$ cat src/rtl/agu_pkg.sv
package agu_pkg;

    typedef enum logic [2:0] {
        OP_PLAIN   = 3'd0,
        OP_POSTINC = 3'd1,
        OP_PREDEC  = 3'd2,
        OP_DISP    = 3'd3,
        OP_PMEM    = 3'd4,
        OP_WADD    = 3'd5,
        OP_WSUB    = 3'd6,
        OP_RSVD    = 3'd7
    } agu_op_e;

    typedef enum logic {
        ST_READY  = 1'b0,
        ST_PMWAIT = 1'b1
    } agu_state_e;

    localparam logic [1:0] SEL_W = 2'd0;
    localparam logic [1:0] SEL_X = 2'd1;
    localparam logic [1:0] SEL_Y = 2'd2;
    localparam logic [1:0] SEL_Z = 2'd3;

endpackage

$ cat src/rtl/agu_ptr_file.sv
module agu_ptr_file #(
    parameter int DW    = 8,
    parameter int NPAIR = 4,
    localparam int PW   = 2 * DW,
    localparam int NREG = 2 * NPAIR,
    localparam int IW   = $clog2(NREG),
    localparam int SW   = $clog2(NPAIR)
) (
    input  logic                        clk,
    input  logic                        rst_n,
    input  logic                        ext_we,
    input  logic [IW-1:0]               ext_idx,
    input  logic [DW-1:0]               ext_wdata,
    input  logic                        upd_we,
    input  logic [SW-1:0]               upd_pair,
    input  logic [PW-1:0]               upd_val,
    input  logic [IW-1:0]               rd_idx,
    output logic [DW-1:0]               rd_data,
    output logic [NPAIR-1:0][PW-1:0]    pairs
);

    logic [NREG-1:0][DW-1:0] regs_q;

    for (genvar g = 0; g < NREG; g++) begin : g_reg
        localparam int PAIR = g / 2;
        localparam int HI   = g % 2;
        always_ff @(posedge clk or negedge rst_n) begin
            if (!rst_n) begin
                regs_q[g] <= '0;
            end else if (upd_we && upd_pair == SW'(PAIR)) begin
                regs_q[g] <= upd_val[HI*DW +: DW];
            end else if (ext_we && ext_idx == IW'(g)) begin
                regs_q[g] <= ext_wdata;
            end
        end
    end

    for (genvar p = 0; p < NPAIR; p++) begin : g_pair
        assign pairs[p] = {regs_q[2*p+1], regs_q[2*p]};
    end

    assign rd_data = regs_q[rd_idx];

endmodule

$ cat src/rtl/agu_addr_calc.sv
module agu_addr_calc
    import agu_pkg::*;
#(
    parameter int DW   = 8,
    parameter int OFFW = 6,
    localparam int PW  = 2 * DW
) (
    input  agu_op_e          op,
    input  logic [1:0]       sel,
    input  logic [OFFW-1:0]  imm,
    input  logic [PW-1:0]    ptr,
    input  logic             busy,
    output logic             legal,
    output logic             mem_acc,
    output logic             pm_acc,
    output logic             wb_en,
    output logic             flag_en,
    output logic [PW-1:0]    addr,
    output logic [PW-1:0]    wb_val,
    output logic [3:0]       flag_val
);

    logic [PW-1:0] imm_w;
    logic [PW:0]   sum_w;
    logic [PW:0]   dif_w;
    logic [PW-1:0] res;
    logic          cout;

    assign imm_w = {{(PW-OFFW){1'b0}}, imm};
    assign sum_w = {1'b0, ptr} + {1'b0, imm_w};
    assign dif_w = {1'b0, ptr} - {1'b0, imm_w};

    always_comb begin
        legal   = 1'b0;
        mem_acc = 1'b0;
        pm_acc  = 1'b0;
        wb_en   = 1'b0;
        flag_en = 1'b0;
        addr    = ptr;
        wb_val  = ptr;
        res     = sum_w[PW-1:0];
        cout    = sum_w[PW];
        case (op)
            OP_PLAIN: begin
                legal   = (sel != SEL_W);
                mem_acc = 1'b1;
            end
            OP_POSTINC: begin
                legal   = (sel != SEL_W);
                mem_acc = 1'b1;
                wb_en   = 1'b1;
                wb_val  = ptr + PW'(1);
            end
            OP_PREDEC: begin
                legal   = (sel != SEL_W);
                mem_acc = 1'b1;
                wb_en   = 1'b1;
                addr    = ptr - PW'(1);
                wb_val  = ptr - PW'(1);
            end
            OP_DISP: begin
                legal   = (sel == SEL_Y) || (sel == SEL_Z);
                mem_acc = 1'b1;
                addr    = sum_w[PW-1:0];
            end
            OP_PMEM: begin
                legal  = (sel == SEL_Z);
                pm_acc = 1'b1;
            end
            OP_WADD: begin
                legal   = 1'b1;
                wb_en   = 1'b1;
                flag_en = 1'b1;
                res     = sum_w[PW-1:0];
                cout    = sum_w[PW];
                wb_val  = res;
            end
            OP_WSUB: begin
                legal   = 1'b1;
                wb_en   = 1'b1;
                flag_en = 1'b1;
                res     = dif_w[PW-1:0];
                cout    = dif_w[PW];
                wb_val  = res;
            end
            default: legal = 1'b0;
        endcase
        legal = legal && !busy;
    end

    always_comb begin
        flag_val[0] = cout;
        flag_val[1] = (res == '0);
        flag_val[2] = res[PW-1];
        if (op == OP_WSUB) begin
            flag_val[3] = ptr[PW-1] & ~res[PW-1];
        end else begin
            flag_val[3] = ~ptr[PW-1] & res[PW-1];
        end
    end

endmodule

$ cat src/rtl/agu_pm_seq.sv
module agu_pm_seq
    import agu_pkg::*;
(
    input  logic clk,
    input  logic rst_n,
    input  logic pm_start,
    input  logic byte_sel,
    output logic busy,
    output logic r0_we,
    output logic hi_sel
);

    agu_state_e state_q;
    agu_state_e state_d;

    always_ff @(posedge clk or negedge rst_n) begin
        if (!rst_n) begin
            state_q <= ST_READY;
            hi_sel  <= 1'b0;
        end else begin
            state_q <= state_d;
            if (pm_start) begin
                hi_sel <= byte_sel;
            end
        end
    end

    always_comb begin
        state_d = state_q;
        busy    = 1'b0;
        r0_we   = 1'b0;
        unique case (state_q)
            ST_READY: begin
                if (pm_start) begin
                    state_d = ST_PMWAIT;
                end
            end
            ST_PMWAIT: begin
                busy    = 1'b1;
                r0_we   = 1'b1;
                state_d = ST_READY;
            end
        endcase
    end

endmodule

$ cat src/rtl/agu_top.sv
module agu_top
    import agu_pkg::*;
#(
    parameter int DW    = 8,
    parameter int OFFW  = 6,
    parameter int NPAIR = 4,
    localparam int PW   = 2 * DW,
    localparam int IW   = $clog2(2 * NPAIR),
    localparam int SW   = $clog2(NPAIR)
) (
    input  logic            clk,
    input  logic            rst_n,
    input  logic            req_valid,
    input  logic [2:0]      req_op,
    input  logic [SW-1:0]   req_sel,
    input  logic [OFFW-1:0] req_imm,
    input  logic            req_store,
    input  logic            reg_we,
    input  logic [IW-1:0]   reg_idx,
    input  logic [DW-1:0]   reg_wdata,
    input  logic [IW-1:0]   rd_idx,
    output logic [DW-1:0]   rd_data,
    output logic            mem_valid,
    output logic            mem_we,
    output logic [PW-1:0]   mem_addr,
    output logic            pm_rd,
    output logic [PW-2:0]   pm_waddr,
    input  logic [PW-1:0]   pm_rdata,
    output logic            r0_we,
    output logic [DW-1:0]   r0_data,
    output logic            flag_we,
    output logic [3:0]      flags,
    output logic            err,
    output logic            busy
);

    logic [NPAIR-1:0][PW-1:0] pair_q;
    logic [PW-1:0]            ptr_sel;
    logic                     legal, mem_acc, pm_acc, wb_en, flag_en;
    logic [PW-1:0]            wb_val;
    logic                     upd_we;
    logic                     hi_sel;

    assign ptr_sel = pair_q[req_sel];

    agu_addr_calc #(.DW(DW), .OFFW(OFFW)) u_calc (
        .op       (agu_op_e'(req_op)),
        .sel      (req_sel),
        .imm      (req_imm),
        .ptr      (ptr_sel),
        .busy     (busy),
        .legal    (legal),
        .mem_acc  (mem_acc),
        .pm_acc   (pm_acc),
        .wb_en    (wb_en),
        .flag_en  (flag_en),
        .addr     (mem_addr),
        .wb_val   (wb_val),
        .flag_val (flags)
    );

    assign err       = req_valid && !legal;
    assign mem_valid = req_valid && legal && mem_acc;
    assign mem_we    = mem_valid && req_store;
    assign pm_rd     = req_valid && legal && pm_acc;
    assign flag_we   = req_valid && legal && flag_en;
    assign upd_we    = req_valid && legal && wb_en;
    assign pm_waddr  = ptr_sel[PW-1:1];

    agu_ptr_file #(.DW(DW), .NPAIR(NPAIR)) u_file (
        .clk       (clk),
        .rst_n     (rst_n),
        .ext_we    (reg_we),
        .ext_idx   (reg_idx),
        .ext_wdata (reg_wdata),
        .upd_we    (upd_we),
        .upd_pair  (req_sel),
        .upd_val   (wb_val),
        .rd_idx    (rd_idx),
        .rd_data   (rd_data),
        .pairs     (pair_q)
    );

    agu_pm_seq u_seq (
        .clk      (clk),
        .rst_n    (rst_n),
        .pm_start (pm_rd),
        .byte_sel (ptr_sel[0]),
        .busy     (busy),
        .r0_we    (r0_we),
        .hi_sel   (hi_sel)
    );

    assign r0_data = hi_sel ? pm_rdata[PW-1:DW] : pm_rdata[DW-1:0];

endmodule

$ cat config.mk
export PLATFORM = sky130hd
export DESIGN_NAME = agu_top
export DESIGN_NICKNAME = d
export VERILOG_FILES = /design/src/rtl/agu_pkg.sv /design/src/rtl/agu_ptr_file.sv /design/src/rtl/agu_addr_calc.sv /design/src/rtl/agu_pm_seq.sv /design/src/rtl/agu_top.sv
export SDC_FILE = /design/constraint.sdc
export NUM_CORES = 1
export LEC_CHECK = 0
export BUFFER_PORTS_ARGS = -buffer_cell sky130_fd_sc_hd__buf_2
export CAP_MARGIN = 20
export CORE_ASPECT_RATIO = 1.25
export CORE_MARGIN = 1
export CORE_UTILIZATION = 63
export DETAILED_ROUTE_END_ITERATION = 6
export PLACE_DENSITY = 0.95
export SLEW_MARGIN = 10
export SYNTH_ARGS = -nofsm -noshare
export SYNTH_HDL_FRONTEND = slang
export SYNTH_SLANG_ARGS = --single-unit
export TNS_END_PERCENT = 20
$ cat constraint.sdc
create_clock -name clk -period 7.8 [get_ports clk]
set_input_delay 0.78 -clock clk [delete_from_list [all_inputs] [get_ports clk]]
set_output_delay 0.78 -clock clk [all_outputs]
set_load 0.05 [all_outputs]
---- After elaboration in Yosys (flattened, before gate mapping) ----
Index checks and enable logic that the tools add are counted.
word-level totals
  output and inout bits ................... 58
  bits of input ports ..................... 46
  word-level logic and storage cells ...... 111
  register bits ........................... 66
cells by class
  bitwise gates (word level) .............. 5
  add/subtract/negate cells ............... 4
  mux-type cells .......................... 34
  $lt $le $gt $ge ......................... 2
  eq/ne operators ......................... 16
  reductions and logical operators ........ 40
operator list
  operator                                                               number
  8-bit two-way mux                                                      18
  16-bit case mux with 4 select lines                                    1
  16-bit binary-select mux with 2-bit select                             1
  16-bit two-way mux                                                     2
  16-bit case mux with 2 select lines                                    1
  8-bit binary-select mux with 3-bit select                              1
  3-bit equality test, second input constant                             7
  1-bit logical AND                                                      20
  2-bit nonzero test                                                     9
  16-bit by 6-bit adder with 17-bit output                               1
  16-bit by 6-bit subtractor with 17-bit output                          1
  16-bit by 1-bit adder with 16-bit output, second input constant        1
  16-bit zero test                                                       1
  16-bit by 1-bit subtractor with 16-bit output, second input constant   1
  3-bit by 2-bit equality test with 1-bit output, second input constant  4
  1-bit two-way mux                                                      8
  4-bit OR reduction                                                     2
  3-bit by 1-bit equality test with 1-bit output, second input constant  2
  3-bit zero test                                                        2
  2-bit equality test, second input constant                             2
  3-bit by 4-bit < comparator with 1-bit output, second input constant   1
  1-bit case mux with 4 select lines                                     1
  2-bit by 3-bit < comparator with 1-bit output, second input constant   1
  1-bit inverter                                                         3
  other kinds (8)                                                        10

---- Logic depth before layout (Yosys ltp) ----
  depth after elaboration ................. 8
  gate-level depth with buffers ........... 17
  gate-level depth less buffers ........... 13

---- By module ----
A second synthesis with hierarchy kept.
unflattened totals
  cell total of the unflattened synthesis .. 842
  area total of the unflattened synthesis .. 7283.2 um^2
by module, submodules not included
  module         cells each  seq. area each (um^2)  instances  area an instance (um^2)
  agu_ptr_file   326         1601.5                 1          3572.2
  agu_addr_calc  461         0.0                    1          2960.3
  agu_top        50          0.0                    1          671.9
  agu_pm_seq     5           50.0                   1          78.8

---- Worst setup path after synthesis ----
OpenSTA, ideal clock, no wires.
  kind .................................... input-to-output
  from .................................... input req_sel[0]
  to ...................................... output flags[1]
  data arrival time ....................... 4.948 ns
  stages .................................. 13
  path buffers ............................ 4
  data required time ...................... 7.020 ns
  slack ................................... 2.072 ns
  cells stage by stage .................... buf_6 > buf_12 > mux4_2 > buf_2 > ha_1 > buf_1 > o2111ai_1 > a21oi_1 > or2_1 > nor2_1 > a32oi_1 > xnor2_1 > a2111oi_2
between the ends
  longest elaborated chain between the ends .. 5
  elaborated cells between the ends (all ways) .. 6
  classes of those cells .................. 2 x add/sub; 3 x mux; 1 x reduce/logical
ends and longest elaborated chain
  element                                                                                                    line                                      RTL
  start: declaration                                                                                         agu_top.sv:15                             input logic [SW-1:0] req_sel,
  16-bit binary-select mux with 2-bit select (*)                                                             agu_top.sv:44                             assign ptr_sel = pair_q[req_sel];
  16-bit two-way mux (not written as such) (*)                                                               agu_top.sv:44
  via pm_waddr[3]                                                                                            agu_top.sv:27                             output logic [PW-2:0] pm_waddr,
  16-bit by 6-bit adder with 17-bit output or 16-bit by 6-bit subtractor with 17-bit output (tied branches)  agu_addr_calc.sv:30, agu_addr_calc.sv:31
  16-bit two-way mux (*)                                                                                     agu_addr_calc.sv:43                       case (op)
  via flags[2]                                                                                               agu_top.sv:32                             output logic [3:0] flags,
  16-bit zero test (*)                                                                                       agu_addr_calc.sv:93                       flag_val[1] = (res == '0);
  end: declaration                                                                                           agu_top.sv:32
The timed path passes the listed nets; every way through them passes the cells marked *. The select of a mux whose other input is x is not followed.

---- Final worst setup path ----
  from .................................... input req_sel[0]
  to ...................................... output flags[1]
between the ends
  longest elaborated chain between the ends .. 5
  elaborated cells between the ends (all ways) .. 6
  classes of those cells .................. 2 x add/sub; 3 x mux; 1 x reduce/logical
ends and longest elaborated chain
  element                                                                                                    line
  16-bit binary-select mux with 2-bit select (*)                                                             agu_top.sv:44
  16-bit two-way mux (not written as such) (*)                                                               agu_top.sv:44
  16-bit by 6-bit adder with 17-bit output or 16-bit by 6-bit subtractor with 17-bit output (tied branches)  agu_addr_calc.sv:30, agu_addr_calc.sv:31
  16-bit two-way mux (*)                                                                                     agu_addr_calc.sv:43
  16-bit zero test (*)                                                                                       agu_addr_calc.sv:93
Mark *: on every way between the ends. The rest lies on a longest branch, timed or not. The select of a mux whose other input is x is not followed.

==> impl_metrics.py <==
metrics = {
    "run_status": {
        "status": "finished, final reports clean",
    },
    "detailed_routing": {
        "via_count": 6701,
        "post-route-drc-count": 0,
        "routedWlPerCell_um": 23.47,
        "drt_iter0_drc": 653,
        "dr.pass1.iters": 5,
        "ant_nets": 0,
        "vias_per_cell": 7.099,
        "routed_wl_um": 22160,
    },
    "cells_and_area": {
        "areaGrowthSynthToFinish_pct": 11.08,
        "nNetsFinal": 877,
        "final_util_pct": 72.84,
        "final_common_cell": "buf_2",
        "final_cell_mix": "buf_2 (103), nand2_1 (88), dfrtp_1 (66)",
        "post_route_cells_drive_above_1_share_pct": 28.22,
        "diodes": 0,
        "final_cell_area_um2": 7473,
    },
    "synth": {
        "ys_ff_latch": 66,
        "synth-edff-count": 0,
        "mappedNetlistArea_um2": 6728,
        "yosysSeqAreaShare_pct": 24.55,
        "synth_area_per_cell_um2": 8.946,
        "syn-num-nets": 819,
        "syn_inst": 752,
        "synth_warnings": 0,
        "synth_cell_types": 67,
        "async_flop_share_pct": 100.0,
        "synthFlopType": "dfrtp_1",
    },
    "critical_path": {
        "critPathKind": "in2out",
        "cp.arrival_ps": 4940,
        "required_ps": 7020,
        "worst_setup_path_start_kind": "input port",
        "crit_family": "compound AO/OA/AOI/OAI gates",
        "slowest_stage": "mux4_2",
        "path_buf_inv": 2,
        "cpMostUsedCell": "buf_2",
        "r2r_slack_ps": 3910,
        "path_cells": "buf_2 -> mux4_2 -> ha_1 -> nor4_1 -> o21ai_0 -> a31oi_1 -> nand2_1 -> xnor2_1 -> nor3_1 -> nand4_1 -> a2111oi_2 -> buf_2",
        "endpoint_kind": "primary output",
        "crit_path_max_incr_delay_ps": 730,
        "path_max_fanout": 22,
    },
    "global_routing": {
        "grt_overflow": 0,
        "grt_max_degree": 67,
        "antenna_found_initial": 0,
        "grt_pass1_wl_um": 34390,
        "grt_pass1_vias": 6561,
        "grt.total_usage_pct": 40.60,
    },
    "clock_tree": {
        "cts.sinks": 66,
        "numCtsBuffers": 9,
        "clock_path_buffers": 2,
        "cts-root-buf": "clkbuf_16",
        "cts_tree": "done",
        "path_clk_slew_ps": 50,
        "cts-resized-gates": 0,
        "h-tree-depth": 3,
        "ctsHoldBuffers": 0,
        "insertion_delay_ps": 330,
        "cts_setup_buffers": 0,
    },
    "floorplan": {
        "die_area_um2": 11100,
        "die_y_um": 117.5,
        "fp.dieW_um": 94.43,
        "start_util_pct": 65.57,
        "fp-row-count": 41,
        "core_um2": 10260,
        "ios": 104,
    },
    "sta": {
        "rsz0062_at_grt": "no",
        "drv_slew": 0,
        "hold_viol_final": 0,
        "setup_tns_ps": 0,
        "slew_headroom_pct": 22.26,
        "tightest_slew_ps": 1163,
        "clock.fmax_mhz": 174.9,
        "final-setup-viol-count": 0,
        "skew_ps": 7.202,
        "fin_crit_sh_pct": 73.30,
        "fin_crit_ps": 5717,
    },
    "pwr": {
        "vdd.ir_drop.worst_uv": 234.4,
        "power_per_cell_area_nw_per_um2": 336.2,
        "cellLeakagePower_nw": 3.284,
    },
    "job": {
        "drv_cap": 0,
    },
    "placed_design": {
        "place_congestion": 1.032,
        "hpwl_um": 15270,
        "place_area_um2": 7152,
        "io_buffer_count": 103,
    },
    "worst_hold_path": {
        "hp-class": "reg2reg",
    },
}
worst register-to-register path: cells and delay by family, from the launching register on:
kind | cells | cell delay [ps]
adder cells (fa/ha/maj) | 1 | 480
AND/OR/NAND/NOR | 2 | 410
flip-flops | 1 | 460
AO/OA/AOI/OAI | 6 | 1740
multiplexers | 1 | 640
per-layer routing:
metal | wire length [µm] | GRT usage, %
met4 | 1569 | 28.37
met2 | 10340 | 62.23
met1 | 7721 | 49.66
met3 | 2532 | 9.690
met5 | 0 | 0
cell type report:
class                      instances  area (µm²)
clock buffer                      14       274.0
clock inverter                     2       10.01
fill                             727        2786
inverter                          21       78.83
multi-input combinational        600        4692
sequential                        66        1652
tap                              129       161.4
timing repair buffer             112       605.6
final timing paths:
path,start,endpoint,cells after the start
setup reg to reg,u_file.pairs[34],u_file.pairs[57],10
setup / recovery,req_sel[0],flags[1],12
hold reg to reg,u_file.pairs[15],u_file.pairs[15],2
max in group asynchronous,rst_n,u_file.pairs[42],2
hold / removal,u_file.pairs[15],u_file.pairs[15],2
min in group asynchronous,rst_n,u_file.pairs[49],2
logic make-up (layout without fill, tap and decap cells):
kind of cell | after synthesis | after routing | synth area share, %
flip-flops | 66 | 66 | 24.55
multiplexers | 129 | 129 | 26.43
AO/OA/AOI/OAI | 168 | 168 | 16.35
adder cells (fa/ha/maj) | 21 | 21 | 4.129
AND/OR/NAND/NOR | 231 | 231 | 16.20
XOR/XNOR | 51 | 51 | 6.639
buffers and inverters | 86 | 149 | 5.709
power by group:
| group | internal (mW) | switching (mW) | leakage [nW] | total (mW) |
|---|---|---|---|---|
| clock network | 0.240 | 0.141 | 0.143 | 0.381 |
| logic | 0.535 | 1.03 | 2.34 | 1.57 |
| registers | 0.452 | 0.113 | 0.804 | 0.565 |
| total | 1.23 | 1.29 | 3.28 | 2.51 |
flip-flops by register name, summed over array words and instances, names as in the netlist:
register       cells
u_file.pairs      64
u_seq.hi_sel       1
u_seq.state_q      1
cells in the mapped netlist, types with 3 or more instances:
master	n	area [µm²]
o221ai_1	9	78.83
o21ai_1	10	50.05
a31oi_1	5	31.28
nand3_1	19	95.09
nand2_1	88	330.3
a221o_1	4	40.04
mux2_2	55	619.3
xnor2_1	34	297.8
nor2_2	3	18.77
nor4_1	7	43.79
buf_1	11	41.29
dfrtp_1	66	1652
nor2b_1	6	37.54
a21oi_1	30	150.1
nand3b_1	3	22.52
a21o_1	4	30.03
o22ai_1	4	25.02
a211oi_1	5	37.54
or3_1	5	31.28
mux4_2	33	743.2
clkbuf_1	37	138.9
nand2b_1	3	18.77
o31ai_1	5	37.54
mux2i_1	40	400.4
and2_1	3	18.77
o21ai_0	50	250.2
or2_1	3	18.77
nand4_1	7	43.79
o21a_1	7	52.55
a22oi_1	12	90.09
ha_1	19	237.7
buf_2	9	45.04
nand4b_1	3	26.28
xor2_1	17	148.9
inv_1	20	75.07
nor3b_1	3	22.52
nor3_1	12	60.06
nor2_1	56	210.2
a2bb2oi_1	3	26.28
buf_4	5	37.54
per-stage QoR:
step / worst slack [ps] / cells / power [mW] / hold WS (ps)
final: 2083 / 944 / 2.513 / 608.5
after floorplan: 2072 / 752 / 1.732 / 484.4
after CTS: 2079 / 941 / 2.466 / 615.8
after global placement: 2218 / 924 / 2.021 / 573.7
after detailed placement: 2100 / 925 / 2.059 / 599.5
after global routing: 1800 / 944 / 2.618 / 646.0
No activity file was read; power rests on OpenSTA's default activity.
